$ cat src/rtl/pwm_timer_pkg.sv
package pwm_timer_pkg;

  // Counting direction of the timer core.
  typedef enum logic {
    DIR_UP   = 1'b0,
    DIR_DOWN = 1'b1
  } cnt_dir_e;

endpackage

$ cat src/rtl/pwm_rst_sync.sv
module pwm_rst_sync (
  input  logic clk,
  input  logic rst_n,
  output logic rst_n_sync
);

  logic stage_q;
  logic sync_q;

  // Reset asserts at once and releases after two clock edges.
  always_ff @(posedge clk or negedge rst_n) begin
    if (!rst_n) begin
      stage_q <= 1'b0;
      sync_q  <= 1'b0;
    end else begin
      stage_q <= 1'b1;
      sync_q  <= stage_q;
    end
  end

  assign rst_n_sync = sync_q;

endmodule

$ cat src/rtl/pwm_count_core.sv
module pwm_count_core
  import pwm_timer_pkg::*;
#(
  parameter int CNT_W = 32
) (
  input  logic             clk,
  input  logic             rst_n,
  input  logic             cnt_en,
  input  logic             center,
  input  logic [CNT_W-1:0] period,
  output logic [CNT_W-1:0] tc_q,
  output logic [CNT_W-1:0] tc_nxt,
  output logic             cyc_start,
  output logic             step_down
);

  localparam logic [CNT_W-1:0] ONE = CNT_W'(1);

  cnt_dir_e dir_q;
  cnt_dir_e dir_nxt;

  // Next-state: the count and direction after one enabled tick.
  always_comb begin
    tc_nxt    = tc_q;
    dir_nxt   = dir_q;
    cyc_start = 1'b0;
    step_down = 1'b0;
    if (!center) begin
      dir_nxt = DIR_UP;
      if (tc_q >= period) begin
        tc_nxt    = '0;
        cyc_start = 1'b1;
      end else begin
        tc_nxt = tc_q + ONE;
      end
    end else if (period == '0) begin
      tc_nxt    = '0;
      cyc_start = 1'b1;
      dir_nxt   = DIR_UP;
    end else if ((dir_q == DIR_UP) && (tc_q < period)) begin
      tc_nxt = tc_q + ONE;
    end else begin
      // Turn at the top, or continue down; each end value appears once.
      step_down = 1'b1;
      if (tc_q <= ONE) begin
        tc_nxt    = '0;
        cyc_start = 1'b1;
        dir_nxt   = DIR_UP;
      end else begin
        tc_nxt  = tc_q - ONE;
        dir_nxt = DIR_DOWN;
      end
    end
  end

  always_ff @(posedge clk or negedge rst_n) begin
    if (!rst_n) begin
      tc_q  <= '0;
      dir_q <= DIR_UP;
    end else if (cnt_en) begin
      tc_q  <= tc_nxt;
      dir_q <= dir_nxt;
    end
  end

endmodule

$ cat src/rtl/pwm_match_bank.sv
module pwm_match_bank #(
  parameter int NUM_MATCH = 4,
  parameter int CNT_W     = 32,
  parameter int SEL_W     = 2
) (
  input  logic                            clk,
  input  logic                            rst_n,
  input  logic                            we,
  input  logic [SEL_W-1:0]                sel,
  input  logic [CNT_W-1:0]                data,
  input  logic                            load,
  output logic [NUM_MATCH-1:0][CNT_W-1:0] act_q,
  output logic [NUM_MATCH-1:0][CNT_W-1:0] act_nxt
);

  // Each entry has a pending copy written by software and an active copy
  // used for comparison; the active copy follows the pending one on load.
  for (genvar g = 0; g < NUM_MATCH; g++) begin : g_ent
    logic             hit;
    logic [CNT_W-1:0] pend_q;
    logic [CNT_W-1:0] pend_d;
    logic [CNT_W-1:0] act_r;
    logic [CNT_W-1:0] act_d;

    assign hit = we && (sel == SEL_W'(g));

    always_comb begin
      pend_d = hit ? data : pend_q;
      act_d  = load ? pend_d : act_r;
    end

    always_ff @(posedge clk or negedge rst_n) begin
      if (!rst_n) begin
        pend_q <= '0;
        act_r  <= '0;
      end else begin
        pend_q <= pend_d;
        act_r  <= act_d;
      end
    end

    assign act_q[g]   = act_r;
    assign act_nxt[g] = act_d;
  end

endmodule

$ cat src/rtl/pwm_out_chan.sv
module pwm_out_chan #(
  parameter int CNT_W = 32
) (
  input  logic             clk,
  input  logic             rst_n,
  input  logic             tick,
  input  logic             cyc_start,
  input  logic             step_down,
  input  logic [CNT_W-1:0] tc_nxt,
  input  logic [CNT_W-1:0] match_cur,
  input  logic [CNT_W-1:0] match_nxt,
  output logic             pwm_q
);

  logic pwm_d;

  // Set on reaching the match going up, clear at or below it going down,
  // and start every cycle LOW unless the match value is zero.
  always_comb begin
    pwm_d = pwm_q;
    if (tick) begin
      if (cyc_start) begin
        pwm_d = (match_nxt == '0);
      end else if (step_down) begin
        pwm_d = pwm_q && (tc_nxt > match_cur);
      end else begin
        pwm_d = pwm_q || (tc_nxt == match_cur);
      end
    end
  end

  always_ff @(posedge clk or negedge rst_n) begin
    if (!rst_n) begin
      pwm_q <= 1'b0;
    end else begin
      pwm_q <= pwm_d;
    end
  end

endmodule

$ cat src/rtl/pwm_match_timer.sv
module pwm_match_timer
  import pwm_timer_pkg::*;
#(
  parameter int NUM_MATCH = 4,
  parameter int CNT_W     = 32,
  localparam int SEL_W    = (NUM_MATCH > 1) ? $clog2(NUM_MATCH) : 1
) (
  input  logic                 clk,
  input  logic                 rst_n,
  input  logic                 cnt_en,
  input  logic                 match_we,
  input  logic [SEL_W-1:0]     match_sel,
  input  logic [CNT_W-1:0]     match_data,
  input  logic                 ctrl_we,
  input  logic [NUM_MATCH-1:0] ctrl_period_mask,
  input  logic                 ctrl_center,
  output logic [CNT_W-1:0]     count_o,
  output logic [NUM_MATCH-1:0] pwm_o
);

  logic                            rst_n_s;
  logic [NUM_MATCH-1:0]            mask_q;
  logic [NUM_MATCH-1:0]            mask_d;
  logic                            center_q;
  logic                            center_d;
  logic [CNT_W-1:0]                period;
  logic [NUM_MATCH-1:0][CNT_W-1:0] act_q;
  logic [NUM_MATCH-1:0][CNT_W-1:0] act_nxt;
  logic [CNT_W-1:0]                tc_q;
  logic [CNT_W-1:0]                tc_nxt;
  logic                            cyc_start;
  logic                            step_down;
  logic                            tick_start;
  logic                            load;

  pwm_rst_sync u_rst (
    .clk        (clk),
    .rst_n      (rst_n),
    .rst_n_sync (rst_n_s)
  );

  // Control register: next state and storage.
  always_comb begin
    mask_d   = ctrl_we ? ctrl_period_mask : mask_q;
    center_d = ctrl_we ? ctrl_center : center_q;
  end

  always_ff @(posedge clk or negedge rst_n_s) begin
    if (!rst_n_s) begin
      mask_q   <= '0;
      center_q <= 1'b0;
    end else begin
      mask_q   <= mask_d;
      center_q <= center_d;
    end
  end

  // Lowest-indexed register with its restart bit set defines the period.
  always_comb begin
    logic found;
    found  = 1'b0;
    period = '1;
    for (int i = 0; i < NUM_MATCH; i++) begin
      if (!found && mask_q[i]) begin
        period = act_q[i];
        found  = 1'b1;
      end
    end
  end

  pwm_count_core #(
    .CNT_W (CNT_W)
  ) u_core (
    .clk       (clk),
    .rst_n     (rst_n_s),
    .cnt_en    (cnt_en),
    .center    (center_q),
    .period    (period),
    .tc_q      (tc_q),
    .tc_nxt    (tc_nxt),
    .cyc_start (cyc_start),
    .step_down (step_down)
  );

  assign tick_start = cnt_en && cyc_start;
  assign load       = !cnt_en || tick_start;

  pwm_match_bank #(
    .NUM_MATCH (NUM_MATCH),
    .CNT_W     (CNT_W),
    .SEL_W     (SEL_W)
  ) u_bank (
    .clk     (clk),
    .rst_n   (rst_n_s),
    .we      (match_we),
    .sel     (match_sel),
    .data    (match_data),
    .load    (load),
    .act_q   (act_q),
    .act_nxt (act_nxt)
  );

  for (genvar g = 0; g < NUM_MATCH; g++) begin : g_chan
    pwm_out_chan #(
      .CNT_W (CNT_W)
    ) u_chan (
      .clk       (clk),
      .rst_n     (rst_n_s),
      .tick      (cnt_en),
      .cyc_start (cyc_start),
      .step_down (step_down),
      .tc_nxt    (tc_nxt),
      .match_cur (act_q[g]),
      .match_nxt (act_nxt[g]),
      .pwm_q     (pwm_o[g])
    );
  end

  assign count_o = tc_q;

endmodule

$ cat config.mk
export PLATFORM = sky130hd
export DESIGN_NAME = pwm_match_timer
export DESIGN_NICKNAME = d
export VERILOG_FILES = /design/src/rtl/pwm_timer_pkg.sv /design/src/rtl/pwm_rst_sync.sv /design/src/rtl/pwm_count_core.sv /design/src/rtl/pwm_match_bank.sv /design/src/rtl/pwm_out_chan.sv /design/src/rtl/pwm_match_timer.sv
export SDC_FILE = /design/constraint.sdc
export NUM_CORES = 1
export LEC_CHECK = 0
export BUFFER_PORTS_ARGS = -buffer_cell sky130_fd_sc_hd__buf_2
export CAP_MARGIN = 40
export CELL_PAD_IN_SITES_DETAIL_PLACEMENT = 1
export CELL_PAD_IN_SITES_GLOBAL_PLACEMENT = 2
export CORE_MARGIN = 5
export CORE_UTILIZATION = 40
export CTS_BUF_LIST = sky130_fd_sc_hd__clkbuf_2
export CTS_CLUSTER_SIZE = 30
export DETAILED_ROUTE_END_ITERATION = 12
export MAX_ROUTING_LAYER = met4
export PLACE_DENSITY = 0.83
export SYNTH_ARGS = -nofsm -noshare
export SYNTH_HDL_FRONTEND = slang
export SYNTH_HIERARCHICAL = 1
export SYNTH_SLANG_ARGS = --single-unit
$ cat constraint.sdc
create_clock -name clk -period 15 [get_ports clk]
set_input_delay 3 -clock clk [delete_from_list [all_inputs] [get_ports clk]]
set_output_delay 3 -clock clk [all_outputs]
set_load 0.02 [all_outputs]
* Word-level counts from Yosys, hierarchy flattened
Cells that the tools add are included.
** Cells by class
- Add/sub/neg operators :: 2
- $mul :: 0
- Divide/modulo/power cells :: 0
- Magnitude comparators :: 7
- Equality and inequality tests :: 8
- Shifts and indexed selects :: 0
- Mux-type cells :: 40
- Bitwise operators :: 1
- Reduce and logical (&&, ||, !) cells :: 29
** Operators by type and width (count)
- $mux 32 :: 17
- $logic_not 32->1 :: 5
- $eq 32x32->1 :: 4
- $gt 32x32->1 :: 4
- $add 32x1->32 const B :: 1
- $ge 32x32->1 :: 1
- $le 32x1->1 const B :: 1
- $lt 32x32->1 :: 1
- $sub 32x1->32 const B :: 1
- $mux 1 :: 23
- $logic_and 1x1->1 :: 13
- $logic_or 1x1->1 :: 5
- $eq 2x2->1 const B :: 2
- $logic_not 1->1 :: 4
- $ne 3x2->1 const B :: 1
- $eq 2x1->1 const B :: 1
- $logic_not 2->1 :: 1
- $reduce_and 2->1 :: 1
- $not 1->1 :: 1
** Word-level totals
- Register bits :: 300
- Latch bits :: 0
- Memory bits (writable) :: 0
- Memory bits (read-only) :: 0
- Input port bits :: 44
- Output and inout port bits :: 36
- Word-level logic and storage cells :: 105
- Memories :: 0

* Logic depth before layout (Yosys ltp)
Gate-level depths: netlist of the first run.
- Depth after elaboration :: 20
- Mapped depth :: 25
- Depth with buffers taken out :: 20

* By module
Netlist of the first run, hierarchy kept.
** By module, submodules not included
- pwm_match_bank :: instances 1, cells each 960, area each 9530.4 um^2, sequential area each 6406.1 um^2
- pwm_count_core :: instances 1, cells each 617, area each 4619.4 um^2, sequential area each 825.8 um^2
- pwm_out_chan at g_chan[0].u_chan ... :: instances 2, cells each 134, area each 985.9 um^2, sequential area each 25.0 um^2
- pwm_out_chan at g_chan[2].u_chan ... :: instances 2, cells each 132, area each 944.7 um^2, sequential area each 25.0 um^2
- pwm_match_timer :: instances 1, cells each 196, area each 1262.5 um^2, sequential area each 125.1 um^2
- pwm_rst_sync :: instances 1, cells each 3, area each 53.8 um^2, sequential area each 50.0 um^2

* Worst setup path after synthesis of the first run
Ideal clock, no wire load.
- Path kind :: register -> register
- From :: register mask_q[2]
- To :: register g_chan[2].u_chan.pwm_q
- Setup time :: 0.132 ns
- Arrival :: 4.865 ns
- Required time :: 14.868 ns
- Path slack :: 10.003 ns
- Stages on the path, launching flop included :: 24
- Path buffers :: 4
- Clock period less this slack :: 4.997 ns
- Path through :: dfrtp_1 buf_6 or2_4 buf_6 and3_1 o21ai_2 inv_1 ha_1 a21oi_1 nand2_1 a221o_1 o31a_1 buf_2 nor2_4 clkbuf_1 a221oi_1 a21oi_1 ha_1 a211oi_2 o22ai_1 a211o_1 or4b_1 a22oi_1 o211ai_1
** Between the ends
- Elaborated cells on any way between the ends :: 31
- Those cells by class :: 3 x order compare; 1 x eq/ne; 17 x mux; 10 x reduce/logical
** RTL lines
- start, declared :: RTL line pwm_match_timer.sv:22 : logic [NUM_MATCH-1:0] mask_q;
- start signal, assigned :: RTL line pwm_match_timer.sv:53 : mask_q <= mask_d;
- $logic_and 1x1->1 (*) :: RTL line pwm_match_timer.sv:64 : if (!found && mask_q[i]) begin
- $mux 1 :: RTL line pwm_match_timer.sv:64
- $logic_not 1->1 :: RTL line pwm_match_timer.sv:64
- $logic_and 1x1->1 :: RTL line pwm_match_timer.sv:64
- $mux 32 (*) :: RTL line pwm_match_timer.sv:64
- named net period[14] :: RTL line pwm_match_timer.sv:26 : logic [CNT_W-1:0] period;
- $lt 32x32->1 :: RTL line pwm_count_core.sv:40 : end else if ((dir_q == DIR_UP) && (tc_q < period)) begin
- $logic_and 1x1->1 :: RTL line pwm_count_core.sv:40
- $mux 32 :: RTL line pwm_count_core.sv:40
- $mux 32 :: RTL line pwm_count_core.sv:36 : end else if (period == '0) begin
- $mux 32 (*) :: RTL line pwm_count_core.sv:28 : if (!center) begin
- named net tc_nxt[13] :: RTL line pwm_match_timer.sv:30 : logic [CNT_W-1:0] tc_nxt;
- $gt 32x32->1 / $eq 32x32->1 (equally long branches) :: RTL line pwm_out_chan.sv:25, pwm_out_chan.sv:27
- $logic_and 1x1->1 / $logic_or 1x1->1 (equally long branches) :: RTL line pwm_out_chan.sv:25, pwm_out_chan.sv:27
- $mux 1 (*) :: RTL line pwm_out_chan.sv:24 : end else if (step_down) begin
- $mux 1 (*) :: RTL line pwm_out_chan.sv:22 : if (cyc_start) begin
- end signal, assigned :: RTL line pwm_out_chan.sv:36 : pwm_q <= pwm_d;
- end, declared :: RTL line pwm_out_chan.sv:12 : output logic pwm_q
The timed path passes the listed nets; every way through them passes the cells marked *.
A chain may end at the register's enable or synchronous reset.

==> qor.yml, run 1 <==
post-dp-hpwl_um: 56900
core_sq_mm: 0.0477
critPathArrivalTime_ps: 8200
detail_route.first_pass.iterations: 6
grt_setup_unrepaired: "false"
layout-drive-gt1-share_pct: 14.1
dpl-instance-area_sq_mm: 0.0202
ys_seq_elements: 300
reg2reg_to: "g_chan[0].u_chan/pwm_q$_DFFE_PN0P_"
timing.hold.ws_ps: 357
timing.final.ws_setup_ps: 7850
placement.setup.worst_slack_ps: 7950
crit_path_max_fanout: 72
run_status: "finished, final reports clean"
clk_transition_reported_paths_ps: 120
pin_count_of_the_biggest_net_entering_global_routing: 86
ys_types: 85
synth_edf_count: 0
multi_input_logic_area_sq_mm: 0.0105
synthesis.nets: 2515
num_vias: 18500
number_of_antenna_violations_at_the_first_check_in_global_routing: 4
startpoint_type: "flip-flop"
crit-reg2reg-launch: "mask_q[2]$_DFFE_PN0P_"
chipWidth_um: 230
overflow: 0
timing.final.max_slew_violations: 0
tritoncts: "built"
tritoncts.num_buffers: 84
nets: 2586
hp-class: "flip-flop to async pin"
clock_skew_ps: 83.0
max-cap-violations: 0
numClockSinks: 300
fin_area_sq_mm: 0.0209
dieArea_sq_mm: 0.0528
ff_to_ff_path_depth: 23
layout.filler_cells: 5827
rows: 80
total_detailed_routing_wirelength_um: 75100
postSynth.topFlopCell: "sky130_fd_sc_hd__dfrtp_1"
critPathRequiredTime_ps: 16040
gp_congestion: 0.923
synth.area.top_cells: "sky130_fd_sc_hd__dfrtp_1 (39%), sky130_fd_sc_hd__ha_1 (11%), sky130_fd_sc_hd__nand2_1 (9.8%)"
numPortBuffers: 79
ioPinCount: 80
synth_cells: 2308
crit_start: "mask_q[2]$_DFFE_PN0P_"
final.setup.tns_ps: 0
power-per-cell-area_mw_per_mm2: 182
groute.usage.overall_pct: 28.8
clkLatencyLatePin_ps: 1130
layout-area-overhead-vs-synth_pct: 8.29
register_area_sq_mm: 0.00751
synth-async-reset-ratio_pct: 100
hold_viol_final: 0
synthesis.yosys.warnings: 6
fin_util_pct: 43.8
layout.cells.most_common_list: "sky130_fd_sc_hd__nand2_1 (503), sky130_fd_sc_hd__dfrtp_1 (299), sky130_fd_sc_hd__nor2_1 (185), sky130_fd_sc_hd__inv_1 (173), sky130_fd_sc_hd__ha_1 (163)"
floorplan.initialDensity_pct: 40.5
ctsLongestPathBuffers: 3
ctsHoldBuffers: 0
most_frequent_standard_cell_in_the_layout_excluding_fill_and_tap_cells: "sky130_fd_sc_hd__nand2_1"
ir_worst_vdd_mv: 0.0563
criticalPathCategory: "flip-flop to flip-flop"
synth_area_per_cell_sq_um: 8.37
drc_markers: 0
synth_top_cell_by_area: "sky130_fd_sc_hd__dfrtp_1"
routed_wire_length_per_instance_um: 24.6
clockRootBuffer: "sky130_fd_sc_hd__clkbuf_2"
final_period_minus_worst_setup_slack_ps: 7150
synth_seq_area_share_pct: 38.8
regToRegSetupSlack_ps: 7850
endpoint_kind: "flip-flop"
synth_largest_type_area_fraction_pct: 38.8
setup_viol_count_final: 0
viasPerCell: 6.06
cts-resized-gates: 0
power.static_leakage_nw: 10.4
cts_post_setup_buffers_inserted: 0
ctsHtreeMaxLevel: 3
die_y_extent_um: 230
synth_area_sq_mm: 0.0193
first_global_vias: 19300
worst_slew_pin_slew_ps: 904
ant_nets: 0
relSlewSlack_pct: 39.1
drt_iter0_drc: 1430
fin_crit_sh_pct: 47.7
global_route_wire_length_before_repair_um: 116000
fmax_mhz: 140
## per-stage QoR
step | cells | power, W
floorplan | 2308 | 0.00247
global placement | 2903 | 0.00307
detailed placement | 2908 | 0.00317
CTS | 3052 | 0.00380
global route | 3056 | 0.00408
finish | 3056 | 0.00381
## power by group
part | leakage, nW | switching, W | total [W] | internal (W)
sequential | 3.68 | 0.000383 | 0.00140 | 0.00101
combinational | 6.15 | 0.00116 | 0.00180 | 0.000635
clock | 0.570 | 0.000382 | 0.000616 | 0.000234
## state kept, by name, indices dropped and copies added (netlist names)
register,cells
u_bank/g_ent.pend_q,128
u_rst/rst_n_sync,1
center_q,1
u_rst/stage_q,1
u_core/dir_q,1
u_core/tc_q,32
u_bank/g_ent.act_r,128
mask_q,4
g_chan.u_chan/pwm_q,4
## critical path, stage by stage, from the launching register on
cell and delay [ps]:
sky130_fd_sc_hd__dfrtp_1 390, sky130_fd_sc_hd__buf_4 270, sky130_fd_sc_hd__nor4b_4 240, sky130_fd_sc_hd__buf_4 360, sky130_fd_sc_hd__nand2_1 110, sky130_fd_sc_hd__o21ai_2 80
sky130_fd_sc_hd__inv_1 60, sky130_fd_sc_hd__ha_1 330, sky130_fd_sc_hd__nand4_1 210, sky130_fd_sc_hd__nor4_1 560, sky130_fd_sc_hd__a31o_2 240, sky130_fd_sc_hd__a211o_1 530
sky130_fd_sc_hd__nor2_4 80, sky130_fd_sc_hd__nor2_1 120, sky130_fd_sc_hd__buf_4 240, sky130_fd_sc_hd__nand2b_4 440, sky130_fd_sc_hd__buf_16 320, sky130_fd_sc_hd__buf_4 600
sky130_fd_sc_hd__a31oi_1 220, sky130_fd_sc_hd__nor4b_1 560, sky130_fd_sc_hd__nand4_1 250, sky130_fd_sc_hd__nor4_1 380, sky130_fd_sc_hd__nand4_1 240, sky130_fd_sc_hd__o211ai_2 120
## final cells by class
type	instances	area share (%)
clock buffer	119	2.85
timing repair buffer	115	3.47
tap	615	3.68
multi-input combinational	1704	50.3
sequential	300	35.9
clock inverter	25	0.693
inverter	174	3.12
antenna	4	0.0478
## how the worst max path moves through the flow
stage,slack [ps],endpoint,cells after the start
2_1_floorplan,6020,center_q$_DFFE_PN0P_,0
3_3_place_gp,7740,g_chan[0].u_chan/pwm_q$_DFFE_PN0P_,22
3_5_place_dp,7950,g_chan[0].u_chan/pwm_q$_DFFE_PN0P_,23
4_1_cts,7850,g_chan[0].u_chan/pwm_q$_DFFE_PN0P_,23
5_1_grt,7410,g_chan[1].u_chan/pwm_q$_DFFE_PN0P_,24
6_report,7850,g_chan[0].u_chan/pwm_q$_DFFE_PN0P_,23
## metal layers
layer / global-route usage (%) / vias up / part of all wire (%)
met5: - / - / 0
met4: 8.95 / 0 / 2.8
met3: 4.33 / 126 / 5.8
met2: 43.9 / 582 / 45
met1: 39.8 / 9447 / 46
li1: - / 8364 / -
## cell usage after synthesis, drive strengths merged (8+ instances only)
library cell	n
nor3	32
and2	9
xnor2	10
dfrtp	300
and4	8
o22a	14
clkbuf	67
a221oi	24
inv	174
a22oi	12
nand4	58
and3	43
a31oi	147
nor4b	9
or3	9
nand3	20
nor2b	17
a21oi	92
nor4	56
or4	12
a2bb2oi	10
o22ai	41
o211ai	13
ha	163
o21ai	81
buf	63
nor2	186
nand2	524
a211oi	13
nand2b	13
## cell families (layout without fill, tap and decap cells)
group                      count (synthesis)  count (layout)  share of synthesized area [%]
and+or+nand+nor                         1021            1021                           25.4
AOI/OAI and AO/OA                        498             498                           17.3
buffers and inverters                    304             433                           6.91
DFF                                      300             300                           38.8
adders and majority gates                163             163                           10.6
xor gates and xnor gates                  11              11                          0.498
muxes                                     10              10                          0.550
other                                      1               5                         0.0194
Note: power is estimated with default switching activity, not from simulation.
==> run 2, diff against run 1 <==
--- a/config.mk
+++ b/config.mk
@@ -10,12 +10,12 @@
 export CELL_PAD_IN_SITES_DETAIL_PLACEMENT = 1
 export CELL_PAD_IN_SITES_GLOBAL_PLACEMENT = 2
 export CORE_MARGIN = 5
-export CORE_UTILIZATION = 40
+export CORE_UTILIZATION = 36
 export CTS_BUF_LIST = sky130_fd_sc_hd__clkbuf_2
 export CTS_CLUSTER_SIZE = 30
 export DETAILED_ROUTE_END_ITERATION = 12
 export MAX_ROUTING_LAYER = met4
-export PLACE_DENSITY = 0.83
+export PLACE_DENSITY = 0.79
 export SYNTH_ARGS = -nofsm -noshare
 export SYNTH_HDL_FRONTEND = slang
 export SYNTH_HIERARCHICAL = 1
==> constraint.sdc (replaced) <==
create_clock -name clk -period 5.9 [get_ports clk]
set_input_delay 1.18 -clock clk [delete_from_list [all_inputs] [get_ports clk]]
set_output_delay 1.18 -clock clk [all_outputs]
set_load 0.02 [all_outputs]
==> run 2 against run 1 <==
Core utilization is 2.8 points lower; sequential power increased by 140%; first-iteration DRC count is 2.7% lower; register-to-register slack got worse by 7600 ps; clock power rose to 2.5 times the previous value; sequential share of layout area is 1.7 points lower; wire length is 1.5% higher; design area rose by 4.9%; largest cell class unchanged.
==> qor.yml, run 2 (synthesis gave the netlist of run 1 again) <==
layout-area-overhead-vs-synth_pct: 13.6
max-cap-violations: 0  # unchanged
register_area_sq_mm: 0.00751  # about the same
total_detailed_routing_wirelength_um: 76200  # +1.5%
rows: 85  # +6.3%
drc_markers: 0  # unchanged
multi_input_logic_area_sq_mm: 0.0106  # +0.46%
dieArea_sq_mm: 0.0584  # +11%
run_status: "finished, final reports clean"
grt.met1_usage_pct: 36.3  # -3.4 points
global_route.peak_usage_layer: "met2"
detail_route.first_pass.iterations: 8  # +2
layout_top_registers: "u_bank/g_ent.act_r x128, u_bank/g_ent.pend_q x128, u_core/tc_q x32"
timing.final.max_slew_violations: 0  # unchanged
nets: 2695  # +4.2%
crit-reg2reg-launch: "mask_q[0]$_DFFE_PN0P_"
viasPerCell: 5.80  # -4.3%
number_of_antenna_violations_at_the_first_check_in_global_routing: 2  # -2
crit_path_max_fanout: 22  # -69%
relSlewSlack_pct: 41.1  # +2.0 points
core_sq_mm: 0.0535  # +12%
drt_iter0_drc: 1391  # -2.7%
ioPinCount: 80  # unchanged
globalRouteMet2Util_pct: 39.3  # -4.6 points
grt_setup_unrepaired: "false"
ff_to_ff_path_depth: 21  # -8.7%
layout.cells.most_common_list: "sky130_fd_sc_hd__nand2_1 (503), sky130_fd_sc_hd__dfrtp_1 (297), sky130_fd_sc_hd__nor2_1 (185), sky130_fd_sc_hd__inv_1 (173), sky130_fd_sc_hd__ha_1 (163)"
routed_wire_length_per_instance_um: 23.5  # -4.4%
grt_util_met3_pct: 4.07  # -0.26 points
critPathMaxStageDelay_ps: 520  # -80 ps
hold_viol_final: 0  # unchanged
endpoint_kind: "flip-flop"
ctsLongestPathBuffers: 3  # unchanged
critPathArrivalTime_ps: 6700  # -1500 ps
clkLatencyLatePin_ps: 1150  # +20 ps
overflow: 0  # unchanged
num_vias: 18800  # +1.5%
crit_chain: "clkinv_2 -> buf_4 -> o22ai_1 -> o21ai_2 -> inv_1 -> ha_1 -> nand4_1 -> nor3_1 -> a221o_1 -> a211o_1 -> nand2b_1 -> buf_12 -> a2bb2oi_1 -> a21oi_1 -> ha_1 -> a21oi_1 -> o22ai_1 -> a211o_1 -> or4b_1 -> a22oi_1 -> o211ai_1"
critical_path_endpoint: "g_chan[3].u_chan/pwm_q$_DFFE_PN0P_"
power-per-cell-area_mw_per_mm2: 459  # +150%
fmax_mhz: 176  # +26%
floorplan.initialDensity_pct: 36.1  # -4.4 points
pin_count_of_the_biggest_net_entering_global_routing: 155  # +80%
groute.usage.overall_pct: 26.1  # -2.6 points
die_y_extent_um: 242  # +5.2%
ant_nets: 0  # unchanged
layout-drive-gt1-share_pct: 18.3  # +4.2 points
final_period_minus_worst_setup_slack_ps: 5680  # -1480 ps
ctsHtreeMaxLevel: 3  # unchanged
reg2reg_to: "g_chan[3].u_chan/pwm_q$_DFFE_PN0P_"
ir_worst_vdd_mv: 0.161  # +190%
first_global_vias: 19400  # +0.53%
clk_transition_reported_paths_ps: 110  # about the same
power.total_w: 0.0101  # +160%
final.setup.tns_ps: 0  # unchanged
clockRootBuffer: "sky130_fd_sc_hd__clkbuf_2"
clock_skew_ps: 165  # +82.1 ps
fin_crit_sh_pct: 96.2  # +49 points
startpoint_type: "flip-flop"
setup_viol_count_final: 0  # unchanged
criticalPathCategory: "flip-flop to flip-flop"
tritoncts: "built"
hp-class: "input port to flip-flop"
most_frequent_standard_cell_in_the_layout_excluding_fill_and_tap_cells: "sky130_fd_sc_hd__nand2_1"
numPortBuffers: 79  # unchanged
critPathRequiredTime_ps: 6920  # -9120 ps
global_route_wire_length_before_repair_um: 116000  # +0.73%
gp_congestion: 0.967  # +4.8%
tritoncts.num_buffers: 86  # +2.4%
worst_slew_pin_slew_ps: 881  # -23.2 ps
regToRegSetupSlack_ps: 220  # -7620 ps
chipWidth_um: 242  # +5.2%
power.static_leakage_nw: 11.0  # +5.4%
numClockSinks: 300  # unchanged
cts_post_setup_buffers_inserted: 0  # unchanged
critical_path_cell_with_the_highest_stage_delay: "sky130_fd_sc_hd__a21oi_1"
layout.filler_cells: 6509  # +12%
crit_start: "mask_q[0]$_DFFE_PN0P_"
post-dp-hpwl_um: 59100  # +4.0%
==> run 2: report_power, final <==
group,internal (W),leakage [nW],switching [W]
registers,0.00258,3.68,0.000776
logic,0.00196,6.72,0.00322
clock network,0.000578,0.573,0.000978
==> run 2: critical path, delay by kind of cell (launching register included) <==
family          cells  cell delay [ps]
simple gates        4             1030
compound gates     11             2690
fa+ha+maj           2              600
flops               1              450
buf+inv             4              860
==> run 2: what timing repair did <==
item,4_1_cts,5_1_grt
gates resized for setup,0,14
hold endpoints to repair,2,0
endpoints found under the setup margin,0,4
hold buffers,1,0
==> run 2: area by class of cell <==
| cell class | count | share of cell area [%] |
|---|---|---|
| sequential | 300 | 34.2 |
| timing repair buffer | 222 | 7.37 |
| antenna | 2 | 0.0228 |
| clock inverter | 17 | 0.382 |
| clock buffer | 128 | 2.92 |
| multi-input combinational | 1704 | 48.1 |
| inverter | 174 | 2.98 |
| tap | 696 | 3.97 |
==> run 2: worst min path at each step <==
stage	depth (start not counted)	slack [ps]	startpoint	to
global placement	0	340	u_rst/stage_q$_DFF_PN0_	u_rst/rst_n_sync$_DFF_PN0_
detailed placement	0	340	u_rst/stage_q$_DFF_PN0_	u_rst/rst_n_sync$_DFF_PN0_
global route	2	220	ctrl_period_mask[3]	mask_q[3]$_DFFE_PN0P_
finish	2	330	ctrl_center	center_q$_DFFE_PN0P_
floorplan	0	330	u_rst/stage_q$_DFF_PN0_	u_rst/rst_n_sync$_DFF_PN0_
CTS	2	170	ctrl_center	center_q$_DFFE_PN0P_
==> run 2: layer usage <==
metal,up-vias,share of wire (%)
met5,-,0
met4,0,2.9
met3,126,5.6
met2,585,44
met1,9481,47
li1,8606,-
==> run 2: stage by stage <==
stage / cell area, sq um / worst slack, ps / hold slack [ps] / std cells / utilization (%)
after floorplan: 19300 / 903 / 331 / 2308 / -
after global placement: 21100 / 60.0 / 338 / 3092 / 39.5
after detailed placement: 21200 / 2.49 / 339 / 3095 / 39.6
after CTS: 21900 / 0.878 / 171 / 3241 / 40.9
after global routing: 22000 / 9.50 / 220 / 3243 / 41.0
final: 22000 / 224 / 333 / 3243 / 41.0
==> run 3, diff against run 2 <==
--- a/config.mk
+++ b/config.mk
@@ -9,6 +9,7 @@
 export CAP_MARGIN = 40
 export CELL_PAD_IN_SITES_DETAIL_PLACEMENT = 1
 export CELL_PAD_IN_SITES_GLOBAL_PLACEMENT = 2
+export CORE_ASPECT_RATIO = 1.2
 export CORE_MARGIN = 5
 export CORE_UTILIZATION = 36
 export CTS_BUF_LIST = sky130_fd_sc_hd__clkbuf_2
==> run 3 against run 2 <==
Count of clock-buffer cells in the layout shrank 3; sequential power is essentially flat; core utilization shrank 0.53 points; flip-flop and latch count is the same; die area is essentially flat; setup slack lost 5.5 ps; global-route usage shrank 0.55 points; first-iteration DRC count shrank 15%; via count shrank 2.8%; design area shrank 1.5%; clock skew shrank 100 ps; non-clock buffer count shrank 63.
==> qor.yml, run 3 (synthesis gave the netlist of run 1 again) <==
critPathRequiredTime_ps: 6800  # -120 ps
layout.cells.most_common_list: "sky130_fd_sc_hd__nand2_1 (503), sky130_fd_sc_hd__dfrtp_1 (298), sky130_fd_sc_hd__nor2_1 (185), sky130_fd_sc_hd__inv_1 (173), sky130_fd_sc_hd__ha_1 (163)"
crit_path_max_fanout: 30  # +36%
num_vias: 18300  # -2.8%
startpoint_type: "flip-flop"
critPathMaxStageDelay_ps: 620  # +100 ps
gp_congestion: 0.921  # -4.8%
clk_transition_reported_paths_ps: 130  # +20 ps
relSlewSlack_pct: 48.8  # +7.7 points
criticalPathCategory: "flip-flop to flip-flop"
critical_path_cell_with_the_highest_stage_delay: "sky130_fd_sc_hd__nor4_1"
endpoint_kind: "flip-flop"
crit-reg2reg-launch: "mask_q[0]$_DFFE_PN0P_"
crit_chain: "nor4b_4 -> buf_12 -> nand2_1 -> o21ai_2 -> inv_1 -> ha_1 -> nand4_1 -> nor4_1 -> a31o_2 -> a211o_1 -> buf_4 -> a211oi_1 -> a31oi_1 -> nand3b_1 -> ha_1 -> a21oi_1 -> a21oi_1 -> or4b_1 -> a22oi_1 -> o211ai_1"
total_detailed_routing_wirelength_um: 74300  # -2.6%
run_status: "finished, final reports clean"
routed_wire_length_per_instance_um: 23.2  # -1.3%
clockRootBuffer: "sky130_fd_sc_hd__clkbuf_2"
chipWidth_um: 222  # -8.4%
overflow: 0  # unchanged
timing.hold.ws_ps: 357  # +24.0 ps
global_route_wire_length_before_repair_um: 114000  # -1.7%
nets: 2632  # -2.3%
dieArea_sq_mm: 0.0584  # about the same
setup_viol_count_final: 0  # unchanged
tritoncts: "built"
hp-class: "flip-flop to flip-flop"
critPathArrivalTime_ps: 6580  # -120 ps
floorplan.initialDensity_pct: 36.2  # +0.058 points
final.setup.tns_ps: 0  # unchanged
min_delay_worst_endpoint: "u_rst/rst_n_sync$_DFF_PN0_"
numClockSinks: 300  # unchanged
start_point_of_the_worst_min_delay_path: "u_rst/stage_q$_DFF_PN0_"
drc_markers: 0  # unchanged
max-cap-violations: 0  # unchanged
power-per-cell-area_mw_per_mm2: 455  # -1.0%
clock_skew_ps: 61.7  # -103 ps
rows: 93  # +9.4%
ff_to_ff_path_depth: 20  # -4.8%
worst_slew_pin_slew_ps: 768  # -113 ps
ant_nets: 0  # unchanged
regToRegSetupSlack_ps: 220  # about the same
layout-drive-gt1-share_pct: 16.6  # -1.8 points
detail_route.first_pass.iterations: 5  # -3
layout_top_registers: "u_bank/g_ent.act_r x128, u_bank/g_ent.pend_q x128, u_core/tc_q x32"
final_period_minus_worst_setup_slack_ps: 5680  # +5.54 ps
drt_iter0_drc: 1177  # -15%
tritoncts.num_buffers: 86  # unchanged
ir_worst_vdd_mv: 0.169  # +5.4%
layout-area-overhead-vs-synth_pct: 11.9
grt_setup_unrepaired: "false"
post-dp-hpwl_um: 57000  # -3.5%
fin_crit_sh_pct: 96.3  # about the same
timing.final.max_slew_violations: 0  # unchanged
fmax_mhz: 176  # about the same
groute.usage.overall_pct: 25.6  # -0.55 points
cts_post_setup_buffers_inserted: 0  # unchanged
ctsLongestPathBuffers: 3  # unchanged
reg2reg_to: "g_chan[3].u_chan/pwm_q$_DFFE_PN0P_"
clkLatencyLatePin_ps: 1070  # -80 ps
power.static_leakage_nw: 10.7  # -2.4%
most_frequent_standard_cell_in_the_layout_excluding_fill_and_tap_cells: "sky130_fd_sc_hd__nand2_1"
first_global_vias: 19300  # -0.51%
viasPerCell: 5.71  # -1.5%
core_sq_mm: 0.0534  # -0.16%
hold_viol_final: 0  # unchanged
hold-path-cell-count: 0  # -2
ioPinCount: 80  # unchanged
ctsHtreeMaxLevel: 3  # unchanged
number_of_antenna_violations_at_the_first_check_in_global_routing: 1  # -1
numPortBuffers: 79  # unchanged
pin_count_of_the_biggest_net_entering_global_routing: 118  # -24%
die_y_extent_um: 264  # +9.1%
run 3: changes by cell type in the layout (fill, tap and decap cells not counted), sizes merged:
| cell | previous run | this run |
|---|---|---|
| clkinv | 13 | 21 |
| inv | 177 | 179 |
| clkbuf | 128 | 125 |
| diode | 2 | 1 |
| buf | 221 | 158 |
run 3: worst max-delay path by stage:
stage               cells past startpoint                            endpoint                   from  slack [ps]
floorplan                              23  g_chan[2].u_chan/pwm_q$_DFFE_PN0P_  mask_q[2]$_DFFE_PN0P_         900
global placement                       21  g_chan[3].u_chan/pwm_q$_DFFE_PN0P_  mask_q[0]$_DFFE_PN0P_         -50
detailed placement                     20  g_chan[2].u_chan/pwm_q$_DFFE_PN0P_  mask_q[2]$_DFFE_PN0P_        -160
CTS                                    22  g_chan[3].u_chan/pwm_q$_DFFE_PN0P_  mask_q[0]$_DFFE_PN0P_         0.8
global route                           21  g_chan[3].u_chan/pwm_q$_DFFE_PN0P_  mask_q[2]$_DFFE_PN0P_          20
finish                                 20  g_chan[3].u_chan/pwm_q$_DFFE_PN0P_  mask_q[0]$_DFFE_PN0P_         220
run 3: critical path: cells and delay by family (launching register included):
kind                       cells  cell delay (ps)
and+or+nand+nor                6             2070
DFF                            1              480
buffers and inverters          3              570
adders and majority gates      2              750
AOI/OAI and AO/OA              9             1630
run 3: repair_timing:
item	CTS	global route
hold buffers	1	0
pin swaps	0	2
resized for setup	5	23
gates cloned	0	0
hold endpoints to repair	2	0
setup endpoints to repair	3	4
run 3: final cells by class:
class,count,area [sq um]
well taps,712,891
diodes,1,2.50
clock buffers,125,626
fillers,6455,31800
repair buffers,159,1180
clock inverters,27,123
flip-flops and latches,300,7510
inverters,174,653
multi-input cells,1704,10600
run 3: stage by stage:
stage          area (sq um)  cells  worst slack [ps]  power [W]  util, %
6_report              21600   3202               218    0.00984     40.5
3_3_place_gp          20700   3046             -48.5    0.00800     38.8
5_1_grt               21600   3202              18.4     0.0106     40.5
4_1_cts               21500   3201             0.764    0.00982     40.3
3_5_place_dp          20700   3048              -163    0.00820     38.8
2_1_floorplan         19300   2308               903    0.00628        -
run 3: report_power, final:
group / internal, W / switching, W
combinational: 0.00180 / 0.00315
sequential: 0.00258 / 0.000764
clock: 0.000576 / 0.000972
run 3: layer usage:
layer	vias up	GRT usage (%)	share of wire, %
li1	8475	-	-
met3	127	3.92	4.8
met4	0	9.02	3.2
met1	9205	33.3	45
met5	-	-	0
met2	474	40.9	47
